`config.mk`:
```
export PLATFORM = sky130hd
export DESIGN_NAME = prio_vec_intc
export DESIGN_NICKNAME = d
export VERILOG_FILES = /design/src/rtl/intc_pkg.sv /design/src/rtl/intc_edge_latch.sv /design/src/rtl/intc_mask_regs.sv /design/src/rtl/intc_prio_arb.sv /design/src/rtl/prio_vec_intc.sv
export SDC_FILE = /design/constraint.sdc
export NUM_CORES = 1
export LEC_CHECK = 0
export CAP_MARGIN = 0
export CORE_ASPECT_RATIO = 0.9
export CORE_MARGIN = 2
export CORE_UTILIZATION = 25
export DETAILED_ROUTE_END_ITERATION = 7
export DONT_BUFFER_PORTS = 1
export MAX_ROUTING_LAYER = met4
export PLACE_DENSITY = 0.38
export SETUP_SLACK_MARGIN = 0.05
export SLEW_MARGIN = 10
export SYNTH_ARGS = -nofsm -noshare
export SYNTH_HDL_FRONTEND = slang
export SYNTH_SLANG_ARGS = --single-unit
```
`constraint.sdc`:
```
create_clock -name clk_i -period 1.6 [get_ports clk_i]
set_input_delay 0.08 -clock clk_i [delete_from_list [all_inputs] [get_ports clk_i]]
set_output_delay 0.08 -clock clk_i [all_outputs]
set_load 0.05 [all_outputs]
```
`src/rtl/intc_pkg.sv`:
```
package intc_pkg;
  localparam int NSRC = 5;
  localparam int NMASK = 3;
  localparam int VEC_W = 16;
  localparam logic [VEC_W-1:0] VEC_BASE = 16'h0024;
  localparam int VEC_STEP = 8;

  // priority index: lower wins
  localparam int SRC_TRAP = 0;
  localparam int SRC_EDGE = 1;
  localparam int SRC_MID  = 2;
  localparam int SRC_LO   = 3;
  localparam int SRC_GEN  = 4;

  // vector slot of each vectored source, vector = base + step*slot
  function automatic logic [VEC_W-1:0] vec_of(input int src);
    int slot;
    case (src)
      SRC_TRAP: slot = 0;
      SRC_LO:   slot = 1;
      SRC_MID:  slot = 2;
      default:  slot = 3;
    endcase
    return VEC_BASE + VEC_W'(VEC_STEP * slot);
  endfunction
endpackage

```
`src/rtl/intc_edge_latch.sv`:
```
module intc_edge_latch (
  input  logic clk_i,
  input  logic rst_ni,
  input  logic lvl_i,
  input  logic clr_i,
  output logic q_o
);
  logic prev_q;
  logic rise;

  assign rise = lvl_i & ~prev_q;

  always_ff @(posedge clk_i or negedge rst_ni) begin
    if (!rst_ni) begin
      prev_q <= 1'b0;
      q_o    <= 1'b0;
    end else begin
      prev_q <= lvl_i;
      q_o    <= rise | (q_o & ~clr_i);
    end
  end


  clr_wins_chk: assert property (@(posedge clk_i) disable iff (!rst_ni)
    (clr_i && !(lvl_i && !prev_q)) |=> !q_o);

  edge_sets_chk: assert property (@(posedge clk_i) disable iff (!rst_ni)
    (lvl_i && !prev_q) |=> q_o);
endmodule

```
`src/rtl/intc_mask_regs.sv`:
```
module intc_mask_regs #(
  parameter int NM = 3,
  parameter int DW = 8
) (
  input  logic          clk_i,
  input  logic          rst_ni,
  input  logic          wr_i,
  input  logic [DW-1:0] wr_data_i,
  input  logic          ei_i,
  input  logic          di_i,
  input  logic          accept_i,
  output logic [NM-1:0] mask_o,
  output logic          ie_o,
  output logic          sod_o
);
  localparam int MSE_BIT = NM;
  localparam int SDE_BIT = DW - 2;
  localparam int SOD_BIT = DW - 1;

  always_ff @(posedge clk_i or negedge rst_ni) begin
    if (!rst_ni) begin
      mask_o <= '1;
      ie_o   <= 1'b0;
      sod_o  <= 1'b0;
    end else begin
      if (wr_i && wr_data_i[MSE_BIT]) mask_o <= wr_data_i[NM-1:0];
      if (wr_i && wr_data_i[SDE_BIT]) sod_o  <= wr_data_i[SOD_BIT];
      if (accept_i || di_i)           ie_o   <= 1'b0;
      else if (ei_i)                  ie_o   <= 1'b1;
    end
  end


  accept_ie_chk: assert property (@(posedge clk_i) disable iff (!rst_ni)
    accept_i |=> !ie_o);

  mask_hold_chk: assert property (@(posedge clk_i) disable iff (!rst_ni)
    (!(wr_i && wr_data_i[MSE_BIT])) |=> $stable(mask_o));

  sod_hold_chk: assert property (@(posedge clk_i) disable iff (!rst_ni)
    (!(wr_i && wr_data_i[SDE_BIT])) |=> $stable(sod_o));
endmodule

```
`src/rtl/intc_prio_arb.sv`:
```
module intc_prio_arb #(
  parameter int N = 5
) (
  input  logic [N-1:0] elig_i,
  output logic [N-1:0] gnt_o,
  output logic         any_o
);
  logic [N:0] seen;
  assign seen[0] = 1'b0;

  for (genvar i = 0; i < N; i++) begin : g_chain
    assign gnt_o[i]  = elig_i[i] & ~seen[i];
    assign seen[i+1] = seen[i] | elig_i[i];
  end

  assign any_o = seen[N];
endmodule

```
`src/rtl/prio_vec_intc.sv`:
```
module prio_vec_intc
  import intc_pkg::*;
(
  input  logic             clk_i,
  input  logic             rst_ni,
  input  logic             trap_i,
  input  logic             edge_hi_i,
  input  logic             lvl_mid_i,
  input  logic             lvl_lo_i,
  input  logic             ext_req_i,
  input  logic             ack_i,
  input  logic             ie_set_i,
  input  logic             ie_clr_i,
  input  logic             sm_wr_i,
  input  logic [7:0]       sm_data_i,
  input  logic             ser_in_i,
  output logic             ser_out_o,
  output logic [7:0]       stat_o,
  output logic             req_o,
  output logic [NSRC-1:0]  src_o,
  output logic [VEC_W-1:0] vec_o,
  output logic             vectored_o,
  output logic             int_ack_o
);
  localparam int CLR_EDGE_BIT = NMASK + 1;

  logic [NMASK-1:0] mask;
  logic             ie;
  logic             trap_pend, edge_pend;
  logic [NSRC-1:0]  elig, gnt;
  logic             accept;

  assign accept = ack_i & req_o;

  intc_edge_latch u_trap_latch (
    .clk_i (clk_i), .rst_ni (rst_ni), .lvl_i (trap_i),
    .clr_i (accept & gnt[SRC_TRAP]), .q_o (trap_pend)
  );

  intc_edge_latch u_edge_latch (
    .clk_i (clk_i), .rst_ni (rst_ni), .lvl_i (edge_hi_i),
    .clr_i ((accept & gnt[SRC_EDGE]) | (sm_wr_i & sm_data_i[CLR_EDGE_BIT])),
    .q_o   (edge_pend)
  );

  intc_mask_regs #(.NM(NMASK), .DW(8)) u_mask_regs (
    .clk_i (clk_i), .rst_ni (rst_ni), .wr_i (sm_wr_i), .wr_data_i (sm_data_i),
    .ei_i (ie_set_i), .di_i (ie_clr_i), .accept_i (accept),
    .mask_o (mask), .ie_o (ie), .sod_o (ser_out_o)
  );

  assign elig[SRC_TRAP] = trap_pend;
  assign elig[SRC_EDGE] = edge_pend & ~mask[2] & ie;
  assign elig[SRC_MID]  = lvl_mid_i & ~mask[1] & ie;
  assign elig[SRC_LO]   = lvl_lo_i  & ~mask[0] & ie;
  assign elig[SRC_GEN]  = ext_req_i & ie;

  intc_prio_arb #(.N(NSRC)) u_arb (
    .elig_i (elig), .gnt_o (gnt), .any_o (req_o)
  );

  always_comb begin
    vec_o = '0;
    for (int i = 0; i < SRC_GEN; i++)
      if (gnt[i]) vec_o = vec_o | vec_of(i);
  end

  assign src_o      = gnt;
  assign vectored_o = req_o & ~gnt[SRC_GEN];
  assign int_ack_o  = accept & gnt[SRC_GEN];
  assign stat_o     = {ser_in_i, edge_pend, lvl_mid_i, lvl_lo_i, ie, mask};


  trap_first_chk: assert property (@(posedge clk_i) disable iff (!rst_ni)
    trap_pend |-> (req_o && src_o[SRC_TRAP] && vec_o == VEC_BASE));

  ie_gate_chk: assert property (@(posedge clk_i) disable iff (!rst_ni)
    (!ie && !trap_pend) |-> !req_o);

  mask_block_chk: assert property (@(posedge clk_i) disable iff (!rst_ni)
    req_o |-> !((src_o[SRC_LO] && mask[0]) || (src_o[SRC_MID] && mask[1]) ||
                (src_o[SRC_EDGE] && mask[2])));

  gen_ack_chk: assert property (@(posedge clk_i) disable iff (!rst_ni)
    int_ack_o |-> (ack_i && src_o[SRC_GEN] && !vectored_o));

  one_src_chk: assert property (@(posedge clk_i) disable iff (!rst_ni)
    $onehot0(src_o) && (req_o == (src_o != '0)));
endmodule

```
==> results.md <==
* Initial Util at 0.267
* ANT nets after route at 0
* CP arrival at about 1.6 ns
* Slew Limit Fails at 0
* Die height at 53.1 um
* Failing checks: design-rule violations, negative setup slack
* CTS root buf: clkbuf_4
* Total CTS buffers at 3
* Antenna diodes at 0
* Primary FF master, synth: dfrtp_1
* Slowest-stage cell, CP: dfstp_2
* Post-synth EDFFs at 0
* Filler Cell Count at around 240
* Crit share post-route at 1.04
* Drt initial violations at 5
* Top cells by count, synth: buf_4, dfrtp_1, inv_1, nand2_1, mux2_2
* Cell Chain, Critical Path: or2b_4 > nand2_8 > a2111oi_4 > buf_12
* Status: finished, violations left
* Most numerous cell in the Yosys netlist: buf_4
* Register area share after synthesis at 0.341
* Via Count at 541
* Dpl cell area at 856 um^2
* Sink Count at 9
* Hold Vio Cnt, Final at 0
* Row count at 17
* Leakage dissipation at 0.000470 uW
* Fin Clk Skew at 0.00494 ns
* Gate Count Post-Synth at 70
* DRT Pass-1 Iters at 5
* Critical path class: register to primary output
* Core box area at 0.00251 mm^2
* FFs w/ async S/R, synth at 1.00
* Fin cells at 124
* DRT Wirelength at around 1600 um
* H-tree levels at 1
* Mapped Avg Cell Area at approximately 9.6 um^2
* Setup-failing EPs final at 1
* Drt wl/cell at 12.7 um
* Critical path's largest stage delay at roughly 0.53 ns
* CTS tree: done
* Chip width at 58.6 um
* Yosys warning count at 0
* Netlist Area Pre-Place at ~670 um^2
* Min Clock Period, post-route at 1.67 ns
* Worst-path clk slew at 0.06 ns
* Maxcap violations at 0
* CTS Buffer Depth at 2
* Die area at 0.00311 mm^2
* I/O pin cnt at 53
* HP Class: primary input to register
* Fin area at 0.00105 mm^2
* Placed instance count at 106
* Final Worst Setup Slack at -0.0714 ns
* Max Clk Rate at 598 MHz
* Largest net degree at the start of global routing at 10
* Maximum VDD drop at 0.402 mV
* GR Util All Layers at 0.105
* Layout overhead on the synthesized area at 57.1%
* RSZ-0062 raised after global routing: yes
* Dominant cell type by area after synthesis: buf_4
* Initial antenna violation count at 0
* Power Dens Cells at 940 mW/mm^2
* Synth area leaders: buf_4, dfrtp_1, dfstp_2
* Number of remaining DRC errors at 2
* Post-synthesis register bit count at 9
* CP endpoint kind: primary output
* Aggregate global routing overflow at 0
* CP startpoint kind: register
* Nets@finish at 117
* Required @ worst endpoint at 1.52 ns
* CP Max Fanout at 7
* Gpl congestion at 0.646
* First-pass GRT wire length at 2330 um
* Detail Placement HPWL at 1150 um
* Top cell type's share of synthesized area at 0.224
* Share of cells above drive strength 1 at 0.521
* IO buf count at 0
* Via-per-instance ratio at 4.36
* Synth cell types at 25
* Clock Latency Late Sink at 0.26 ns
* Vias in the first global route at 482
-- per-layer routing --
| metal | vias to the layer above | global-route usage | routed length, um |
|---|---|---|---|
| met3 | 2 | 0.0244 | 107 |
| met4 | 0 | 0.0455 | 5 |
| met2 | 24 | 0.170 | 833 |
| met1 | 253 | 0.125 | 628 |
| met5 | - | - | 0 |
| li1 | 262 | - | - |
-- report_power, final --
| part | internal [uW] | switching [uW] |
|---|---|---|
| registers | 261 | 31.1 |
| logic | 188 | 337 |
| clock network | 95.9 | 76.7 |
| total | 546 | 445 |
-- cell usage in the layout (no fill, tap or decap), types with 3 or more instances in the layout --
cell           Yosys  final
buf_12             0      6
buf_4             20     13
buf_6              0      3
clkbuf_4           0      3
conb_1             1     12
dfrtp_1            6      4
dfstp_2            3      3
dlygate4sd3_1      0      9
inv_1              5      5
mux2_2             4      4
nand2_1            5      5
-- cell type report --
cell class              instances  area (um^2)  area share
inverters                       7         26.3      0.0249
clock buffers                   4         26.3      0.0249
repair buffers                 31          342       0.324
flip-flops and latches          9          231       0.220
multi-input cells              45          393       0.373
well taps                      28         35.0      0.0333
-- registers in the layout, summed over array words and instances, names as in the netlist --
name / count
u_mask_regs.sod_o: 1
u_mask_regs.mask_o: 3
u_edge_latch.prev_q: 1
u_edge_latch.q_o: 1
u_trap_latch.prev_q: 1
u_trap_latch.q_o: 1
u_mask_regs.ie_o: 1
-- final timing paths --
path | start | to | slack, ns | cells after the start
setup / recovery | u_mask_regs.mask_o[1] | int_ack_o | -0.07 | 4
hold / removal | ack_i | u_mask_regs.ie_o | 0.02 | 3
setup reg to reg | u_edge_latch.q_o | u_edge_latch.q_o | 0.28 | 6
hold reg to reg | u_trap_latch.prev_q | u_trap_latch.q_o | 0.41 | 1
max in group asynchronous | rst_ni | u_mask_regs.mask_o[1] | 1.08 | 1
min in group asynchronous | rst_ni | u_edge_latch.prev_q | 0.19 | 1
-- kinds of logic after synthesis --
family          Yosys count  share of synthesized area
compound gates           13                      0.166
buf+inv                  27                      0.263
flops                     9                      0.341
mux                       4                     0.0672
other cells               1                    0.00559
simple gates             16                      0.157
-- what timing repair did --
action | in CTS | in global routing
hold buffers | 9 | 0
resized for setup | 4 | 6
setup endpoints to repair | 10 | 11
hold endpoints to repair | 18 | 0
pin swaps | 5 | 7
buffers inserted | 2 | 3
-- critical path, delay by kind of cell, from the launching register on --
kind                   cells  cell delay, ns
AO/OA/AOI/OAI              1            0.40
AND/OR/NAND/NOR            2            0.22
flip-flops                 1            0.53
buffers and inverters      1            0.18
-- through the flow --
stage          worst slack [ns]  hold slack, ns  TNS, ns   util  power, uW
3_5_place_dp              0.150          -0.215        0  0.341        756
5_1_grt                  -0.134          0.0246   -0.295  0.420       1040
3_3_place_gp              0.160          -0.215        0  0.341        752
6_report                -0.0714          0.0155  -0.0714  0.420        990
4_1_cts                  -0.108          0.0126   -0.211  0.400        973
2_1_floorplan            -0.223          -0.216   -0.630      -        695
(Power assumes the default switching activity.)
